<file path="src/rtl/lrs_pkg.sv">
package lrs_pkg;
   // Bits needed to encode latencies 0..max (0 is the illegal code).
   function automatic int lat_bits(input int max_lat);
      return $clog2(max_lat + 1);
   endfunction

   // Bits needed to number the units (at least one).
   function automatic int unit_bits(input int n_units);
      return (n_units > 1) ? $clog2(n_units) : 1;
   endfunction
endpackage

</file>
<file path="src/rtl/lrs_issue_check.sv">
module lrs_issue_check #(
   parameter int MAX_LAT = 8,
   parameter int LAT_W   = 4
) (
   input  logic               clk,
   input  logic               rst_n,
   input  logic               iss_valid,
   input  logic [LAT_W-1:0]   iss_lat,
   input  logic               flush,
   input  logic [MAX_LAT-1:0] occ,
   output logic               accept,
   output logic [LAT_W-1:0]   ins_idx,
   output logic               fast
);
   logic lat_ok;
   logic slot_busy;

   // A slot i holds a token whose data is due i cycles from now.
   // After this edge every slot shifts down by one, so a new token of
   // latency K lands where slot K sits today.
   always_comb begin
      lat_ok    = (iss_lat != '0) && (iss_lat <= LAT_W'(MAX_LAT));
      slot_busy = 1'b0;
      for (int i = 1; i < MAX_LAT; i++) begin
         if ((iss_lat == LAT_W'(i)) && occ[i]) slot_busy = 1'b1;
      end
   end

   assign accept  = iss_valid && !flush && lat_ok && !slot_busy;
   assign ins_idx = iss_lat - LAT_W'(1);
   assign fast    = accept && (iss_lat == LAT_W'(1));


   legal_lat_chk: assert property (@(posedge clk) disable iff (!rst_n)
      accept |-> (iss_lat != '0) && (iss_lat <= LAT_W'(MAX_LAT)));

   flush_block_chk: assert property (@(posedge clk) disable iff (!rst_n)
      flush |-> !accept);
endmodule

</file>
<file path="src/rtl/lrs_slot_chain.sv">
module lrs_slot_chain #(
   parameter int MAX_LAT = 8,
   parameter int TAG_W   = 6,
   parameter int UNIT_W  = 2,
   parameter int LAT_W   = 4
) (
   input  logic                           clk,
   input  logic                           rst_n,
   input  logic                           clear,
   input  logic                           ins_en,
   input  logic [LAT_W-1:0]               ins_idx,
   input  logic [TAG_W-1:0]               ins_tag,
   input  logic [UNIT_W-1:0]              ins_unit,
   output logic [MAX_LAT-1:0]             occ,
   output logic [MAX_LAT-1:0][TAG_W-1:0]  s_tag,
   output logic [MAX_LAT-1:0][UNIT_W-1:0] s_unit
);
   logic [MAX_LAT-1:0]             nxt_v;
   logic [MAX_LAT-1:0][TAG_W-1:0]  nxt_t;
   logic [MAX_LAT-1:0][UNIT_W-1:0] nxt_u;

   for (genvar i = 0; i < MAX_LAT; i++) begin : g_slot
      logic hit;
      assign hit = ins_en && (ins_idx == LAT_W'(i));
      if (i == MAX_LAT - 1) begin : g_last
         // Nothing shifts into the farthest slot.
         assign nxt_v[i] = hit;
         assign nxt_t[i] = ins_tag;
         assign nxt_u[i] = ins_unit;
      end else begin : g_inner
         assign nxt_v[i] = hit | occ[i+1];
         assign nxt_t[i] = hit ? ins_tag  : s_tag[i+1];
         assign nxt_u[i] = hit ? ins_unit : s_unit[i+1];
      end
   end

   always_ff @(posedge clk or negedge rst_n) begin
      if (!rst_n) begin
         occ    <= '0;
         s_tag  <= '0;
         s_unit <= '0;
      end else if (clear) begin
         occ    <= '0;
         s_tag  <= '0;
         s_unit <= '0;
      end else begin
         occ    <= nxt_v;
         s_tag  <= nxt_t;
         s_unit <= nxt_u;
      end
   end


   no_overwrite_chk: assert property (@(posedge clk) disable iff (!rst_n)
      ins_en |-> (ins_idx == LAT_W'(MAX_LAT - 1)) || !occ[ins_idx + LAT_W'(1)]);

   booking_lands_chk: assert property (@(posedge clk) disable iff (!rst_n)
      (ins_en && !clear) |=> occ[$past(ins_idx)] && (s_tag[$past(ins_idx)] == $past(ins_tag)));

   clear_empties_chk: assert property (@(posedge clk) disable iff (!rst_n)
      clear |=> (occ == '0));
endmodule

</file>
<file path="src/rtl/lrs_bus_drive.sv">
module lrs_bus_drive #(
   parameter int TAG_W   = 6,
   parameter int UNIT_W  = 2,
   parameter int N_UNITS = 4
) (
   input  logic               clk,
   input  logic               rst_n,
   input  logic               flush,
   input  logic               near_v,
   input  logic [TAG_W-1:0]   near_tag,
   input  logic               head_v,
   input  logic [TAG_W-1:0]   head_tag,
   input  logic [UNIT_W-1:0]  head_unit,
   input  logic               fast,
   input  logic [TAG_W-1:0]   fast_tag,
   output logic               tag_valid,
   output logic [TAG_W-1:0]   tag_bus,
   output logic               data_valid,
   output logic [TAG_W-1:0]   data_tag,
   output logic [UNIT_W-1:0]  data_unit,
   output logic [N_UNITS-1:0] data_grant
);
   // Slot 1 and a latency-1 issue never coexist: the issue check
   // refuses the latter while slot 1 is booked.
   always_comb begin
      tag_valid = 1'b0;
      tag_bus   = '0;
      if (!flush) begin
         if (near_v) begin
            tag_valid = 1'b1;
            tag_bus   = near_tag;
         end else if (fast) begin
            tag_valid = 1'b1;
            tag_bus   = fast_tag;
         end
      end
   end

   assign data_valid = head_v && !flush;
   assign data_tag   = head_tag;
   assign data_unit  = head_unit;

   for (genvar u = 0; u < N_UNITS; u++) begin : g_grant
      assign data_grant[u] = data_valid && (head_unit == UNIT_W'(u));
   end


   grant_onehot_chk: assert property (@(posedge clk) disable iff (!rst_n)
      $onehot0(data_grant));

   grant_match_chk: assert property (@(posedge clk) disable iff (!rst_n)
      data_valid == (data_grant != '0));

   fast_excl_chk: assert property (@(posedge clk) disable iff (!rst_n)
      !(near_v && fast));
endmodule

</file>
<file path="src/rtl/lrs_result_sched.sv">
module lrs_result_sched
   import lrs_pkg::*;
#(
   parameter int MAX_LAT = 8,
   parameter int TAG_W   = 6,
   parameter int N_UNITS = 4,
   localparam int LAT_W  = lat_bits(MAX_LAT),
   localparam int UNIT_W = unit_bits(N_UNITS)
) (
   input  logic               clk,
   input  logic               rst_n,
   input  logic               flush,
   input  logic               iss_valid,
   input  logic [LAT_W-1:0]   iss_lat,
   input  logic [TAG_W-1:0]   iss_tag,
   input  logic [UNIT_W-1:0]  iss_unit,
   output logic               iss_accept,
   output logic               tag_valid,
   output logic [TAG_W-1:0]   tag_bus,
   output logic               data_valid,
   output logic [TAG_W-1:0]   data_tag,
   output logic [UNIT_W-1:0]  data_unit,
   output logic [N_UNITS-1:0] data_grant
);
   if (MAX_LAT < 2) begin : g_bad_lat
      $error("MAX_LAT must be at least 2");
   end
   if (TAG_W < 1) begin : g_bad_tag
      $error("TAG_W must be at least 1");
   end
   if (N_UNITS < 2) begin : g_bad_units
      $error("N_UNITS must be at least 2");
   end

   logic [MAX_LAT-1:0]             occ;
   logic [MAX_LAT-1:0][TAG_W-1:0]  s_tag;
   logic [MAX_LAT-1:0][UNIT_W-1:0] s_unit;
   logic [LAT_W-1:0]               ins_idx;
   logic                           fast;

   lrs_issue_check #(.MAX_LAT(MAX_LAT), .LAT_W(LAT_W)) u_check (
      .clk(clk), .rst_n(rst_n),
      .iss_valid(iss_valid), .iss_lat(iss_lat), .flush(flush), .occ(occ),
      .accept(iss_accept), .ins_idx(ins_idx), .fast(fast)
   );

   lrs_slot_chain #(.MAX_LAT(MAX_LAT), .TAG_W(TAG_W), .UNIT_W(UNIT_W), .LAT_W(LAT_W)) u_chain (
      .clk(clk), .rst_n(rst_n), .clear(flush),
      .ins_en(iss_accept), .ins_idx(ins_idx), .ins_tag(iss_tag), .ins_unit(iss_unit),
      .occ(occ), .s_tag(s_tag), .s_unit(s_unit)
   );

   lrs_bus_drive #(.TAG_W(TAG_W), .UNIT_W(UNIT_W), .N_UNITS(N_UNITS)) u_drive (
      .clk(clk), .rst_n(rst_n), .flush(flush),
      .near_v(occ[1]), .near_tag(s_tag[1]),
      .head_v(occ[0]), .head_tag(s_tag[0]), .head_unit(s_unit[0]),
      .fast(fast), .fast_tag(iss_tag),
      .tag_valid(tag_valid), .tag_bus(tag_bus),
      .data_valid(data_valid), .data_tag(data_tag), .data_unit(data_unit),
      .data_grant(data_grant)
   );


   tag_leads_data_chk: assert property (@(posedge clk) disable iff (!rst_n)
      tag_valid |=> flush || (data_valid && (data_tag == $past(tag_bus))));

   data_after_tag_chk: assert property (@(posedge clk) disable iff (!rst_n)
      data_valid |-> $past(tag_valid));

   flush_quiet_chk: assert property (@(posedge clk) disable iff (!rst_n)
      flush |-> !tag_valid && !data_valid);

   flush_after_chk: assert property (@(posedge clk) disable iff (!rst_n)
      flush |=> !data_valid);

   fast_tag_chk: assert property (@(posedge clk) disable iff (!rst_n)
      (iss_accept && (iss_lat == LAT_W'(1))) |-> tag_valid && (tag_bus == iss_tag));
endmodule

</file>
<file path="config.mk">
export PLATFORM = sky130hd
export DESIGN_NAME = lrs_result_sched
export DESIGN_NICKNAME = d
export VERILOG_FILES = /design/src/rtl/lrs_pkg.sv /design/src/rtl/lrs_issue_check.sv /design/src/rtl/lrs_slot_chain.sv /design/src/rtl/lrs_bus_drive.sv /design/src/rtl/lrs_result_sched.sv
export SDC_FILE = /design/constraint.sdc
export NUM_CORES = 1
export LEC_CHECK = 0
export BUFFER_PORTS_ARGS = -buffer_cell sky130_fd_sc_hd__buf_4
export CAP_MARGIN = 20
export CORE_MARGIN = 2
export CORE_UTILIZATION = 58
export CTS_CLUSTER_DIAMETER = 50
export DETAILED_ROUTE_END_ITERATION = 10
export HOLD_SLACK_MARGIN = 0.08
export PLACE_DENSITY = 0.79
export SYNTH_ARGS = -nofsm -noshare
export SYNTH_HDL_FRONTEND = slang
export SYNTH_HIERARCHICAL = 1
export SYNTH_SLANG_ARGS = --single-unit
</file>
<file path="constraint.sdc">
create_clock -name clk -period 2.4 [get_ports clk]
set_input_delay 0 -clock clk [delete_from_list [all_inputs] [get_ports clk]]
set_output_delay 0 -clock clk [all_outputs]
set_load 0.05 [all_outputs]
</file>
==> flow_metrics.env <==
export IMPL_worst_r2r_setup_slack_ps=200
export IMPL_slew_headroom_pct=41.9
export IMPL_detail_route_wirelength_mm=5.87
export IMPL_max_rail_drop_vdd_mv=0.442
export IMPL_overall_die_height_um=81.5
export IMPL_antenna_found_initial=0
export IMPL_synth_enable_flop_cells=0
export IMPL_setup_viol=0
export IMPL_synth_top_cell_area_share_pct=51.7
export IMPL_area_delta_synth_final_pct=16.1
export IMPL_cts_buffers=9
export IMPL_synth_xor_xnor_area_share_pct=0.503
export IMPL_combPwrFrac_pct=7.2
export IMPL_htree_levels=3
export IMPL_remaining_drc_errors=0
export IMPL_setup_tns_final_ps=0
export IMPL_status="finished clean"
export IMPL_switching_power_mw=0.557
export IMPL_worstReg2RegEnd="u_chain/s_tag[23]"
export IMPL_final_instance_count_excl_fill=416
export IMPL_first_drt_pass_iteration_count=4
export IMPL_setup_worst_path_end_class="flip-flop"
export IMPL_finalWorstPathRequiredPeriod_ps=2200
export IMPL_place_port_buffers=36
export IMPL_power_internal_mw=2.00
export IMPL_async_set_reset_flop_share_out_of_synthesis_pct=100
export IMPL_crit_required_ps=2660
export IMPL_slew_viol_final=0
export IMPL_globalplace_congestion=0.828
export IMPL_netlist_instances=305
export IMPL_hold_viol=0
export IMPL_die_area_um2=6640
export IMPL_grt_busiest_layer="met2"
export IMPL_largest_family_of_logic_cells_by_synthesized_area="simple AND/OR/NAND/NOR gates"
export IMPL_synth_cell_area_um2=3480
export IMPL_p_sw_share_pct=21.8
export IMPL_placed_area_um2=3710
export IMPL_cts_root_to_sink_buffers=2
export IMPL_post_route_worst_setup_slack_ps=200
export IMPL_avgRoutedWirePerCell_um=14.1
export IMPL_totalPowerFinal_mw=2.56
export IMPL_ys_seq_area_share_pct=51.7
export IMPL_grt_first_pass_wirelength_mm=9.76
export IMPL_synth_compound_area_share_pct=3.84
export IMPL_tritoncts_num_sinks=72
export IMPL_power_clock_fraction_pct=44.1
export IMPL_simple_gate_share_of_the_synthesized_area_pct=19.2
export IMPL_power_density_nw_per_um2=633
export IMPL_clk_pin_slew_worst_paths_ps=80
export IMPL_groute_layer_met2_usage_pct=30.5
export IMPL_die_x_um=81.5
export IMPL_hold_slack_ps=227
export IMPL_final_layout_size_suffix_gt1_share_pct=19.4
export IMPL_post_cts_setup_buffers=0
export IMPL_use_met3_pct=5.93
export IMPL_synth_area_top_cells="sky130_fd_sc_hd__dfrtp_1 52%, sky130_fd_sc_hd__mux2i_1 16%, sky130_fd_sc_hd__nand2b_1 12%"
export IMPL_numPlacedInstances=390
export IMPL_timing_rr_start="u_chain/occ[2]"
export IMPL_muxShareOfSynthArea_pct=16.4
export IMPL_grt_remaining_overflow=0
export IMPL_use_met1_pct=26.4
export IMPL_warning_count_from_the_yosys_run=6
export IMPL_synth_fp_nets=325
export IMPL_final_util_pct=69.1
export IMPL_period_share_pct=91.7
export IMPL_power_frac_seq_pct=48.6
export IMPL_post_synth_most_frequent_cells="72 x sky130_fd_sc_hd__dfrtp_1, 66 x sky130_fd_sc_hd__nand2b_1, 57 x sky130_fd_sc_hd__mux2i_1"
export IMPL_synth_adder_area_share_pct=1.44
export IMPL_setup_worst_path_end="u_chain/s_tag[23]"
export IMPL_dr_total_vias=2145
export IMPL_first_global_vias=2059
export IMPL_min_from="iss_lat[2]"
export IMPL_synth_most_common_cell="sky130_fd_sc_hd__dfrtp_1"
export IMPL_place_hpwl_mm=3.73
export IMPL_io_pins=37
export IMPL_core_area_um2=5850
export IMPL_via_per_inst=5.16
export IMPL_clock_skew_final_ps=8.10
export IMPL_setup_worst_path_start="u_chain/occ[2]"
export IMPL_grt_util_all_layers_pct=19.6
export IMPL_fillerInstances=445
export IMPL_diodes=0
export IMPL_critPathArrivalTime_ps=2460
export IMPL_synth_seq_cells=72
export IMPL_clkLatencyLatePin_ps=340
export IMPL_min_delay_path_class="in -> reg"
export IMPL_place_ws_ps=150
export IMPL_synth_cell_type_count=31
export IMPL_cts_tree="built"
export IMPL_initialDrtViolationCount=203
export IMPL_worst_slew_pin_transition_ps=872
export IMPL_rr_worst_depth=6
export IMPL_initial_core_util_pct=59.6
export IMPL_ant_nets=0
export IMPL_largest_net_degree_at_the_start_of_global_routing=81
export IMPL_syn_avg_cell_area_um2=11.4
export IMPL_timing_fmax_mhz=455
export IMPL_critPathLaunchType="flip-flop"
export IMPL_synth_main_ff_cell="sky130_fd_sc_hd__dfrtp_1"
export IMPL_cts_root_buffer="sky130_fd_sc_hd__clkbuf_8"
export IMPL_postCtsResizedCells=0
export IMPL_postLayoutCellArea_um2=4040
export IMPL_power_leakage_nw=2.07
export IMPL_critical_path_peak_fanout=9
export IMPL_synth_top_cell_by_area="sky130_fd_sc_hd__dfrtp_1"
export IMPL_fin_nets=356
export IMPL_setup_repair_after_global_routing_missed_its_margin="false"
export IMPL_max_cap_violations=0
export IMPL_core_rowCount=28
export IMPL_criticalPathCategory="reg -> reg"
power by group through the flow:
| stage | Sequential (mW) | Combinational [mW] | Clock (mW) |
|---|---|---|---|
| 2_1_floorplan | 1.27 | 0.110 | 0 |
| 3_3_place_gp | 1.27 | 0.168 | 0 |
| 3_5_place_dp | 1.27 | 0.173 | 0 |
| 4_1_cts | 1.24 | 0.187 | 1.16 |
| 5_1_grt | 1.25 | 0.206 | 1.21 |
| 6_report | 1.24 | 0.185 | 1.13 |
layout by cell type, fill, tap and decap left out, types with 2 or more instances in the layout:
master	n
sky130_fd_sc_hd__dfrtp_1	72
sky130_fd_sc_hd__nand2b_1	66
sky130_fd_sc_hd__mux2i_1	57
sky130_fd_sc_hd__buf_4	42
sky130_fd_sc_hd__inv_1	14
sky130_fd_sc_hd__a21oi_1	12
sky130_fd_sc_hd__dlygate4sd3_1	10
sky130_fd_sc_hd__clkbuf_8	9
sky130_fd_sc_hd__nand3b_1	9
sky130_fd_sc_hd__nand2_1	8
sky130_fd_sc_hd__nor2_1	4
sky130_fd_sc_hd__ha_1	4
sky130_fd_sc_hd__bufinv_16	3
sky130_fd_sc_hd__o21ba_2	3
sky130_fd_sc_hd__clkinv_2	2
sky130_fd_sc_hd__nor3b_1	2
sky130_fd_sc_hd__and3_1	2
sky130_fd_sc_hd__nor3_1	2
sky130_fd_sc_hd__xor2_1	2
sky130_fd_sc_hd__o211ai_1	2
sky130_fd_sc_hd__and3b_1	2
worst max-delay path: stages, from the launching register on:
cell	delay, ps
sky130_fd_sc_hd__dfrtp_1	380
sky130_fd_sc_hd__a211o_1	300
sky130_fd_sc_hd__a21o_1	180
sky130_fd_sc_hd__a21oi_2	190
sky130_fd_sc_hd__nor3b_4	320
sky130_fd_sc_hd__and3_1	510
sky130_fd_sc_hd__mux2i_1	240
registers in the layout (all words and copies together), names as in the netlist:
register,flops
u_chain/occ,8
u_chain/s_tag,48
u_chain/s_unit,16
metal layers:
metal	up-vias	wire, um
met5	-	0
met4	0	55
met3	5	263
met2	43	2810
met1	1050	2740
li1	1047	-
final cells by class:
type | count | area (um2) | area share (%)
multi-input cells | 187 | 1450 | 35.7
inverters | 14 | 52.6 | 1.30
repair buffers | 52 | 415 | 10.3
clock buffers | 10 | 128 | 3.16
flip-flops and latches | 72 | 1800 | 44.6
well taps | 75 | 93.8 | 2.32
clock inverters | 6 | 108 | 2.66
timing repair:
action / in CTS / in global routing
setup endpoints to repair: 0 / 0
hold endpoints to repair: 81 / 0
hold buffers: 10 / 0
worst min-delay path by stage:
stage,end,slack (ps),cells after the start
after global routing,u_chain/occ[7],260,4
after floorplan,u_chain/occ[0],-300,0
after CTS,u_chain/occ[7],210,4
final,u_chain/occ[7],230,4
after detailed placement,u_chain/s_tag[5],170,1
after global placement,u_chain/occ[1],170,1
cells by family after synthesis:
group	Yosys count
and+or+nand+nor	103
DFF	72
xor gates and xnor gates	2
adders and majority gates	4
muxes	57
buffers and inverters	46
AOI/OAI and AO/OA	21
No activity file was read; power rests on OpenSTA's default activity.
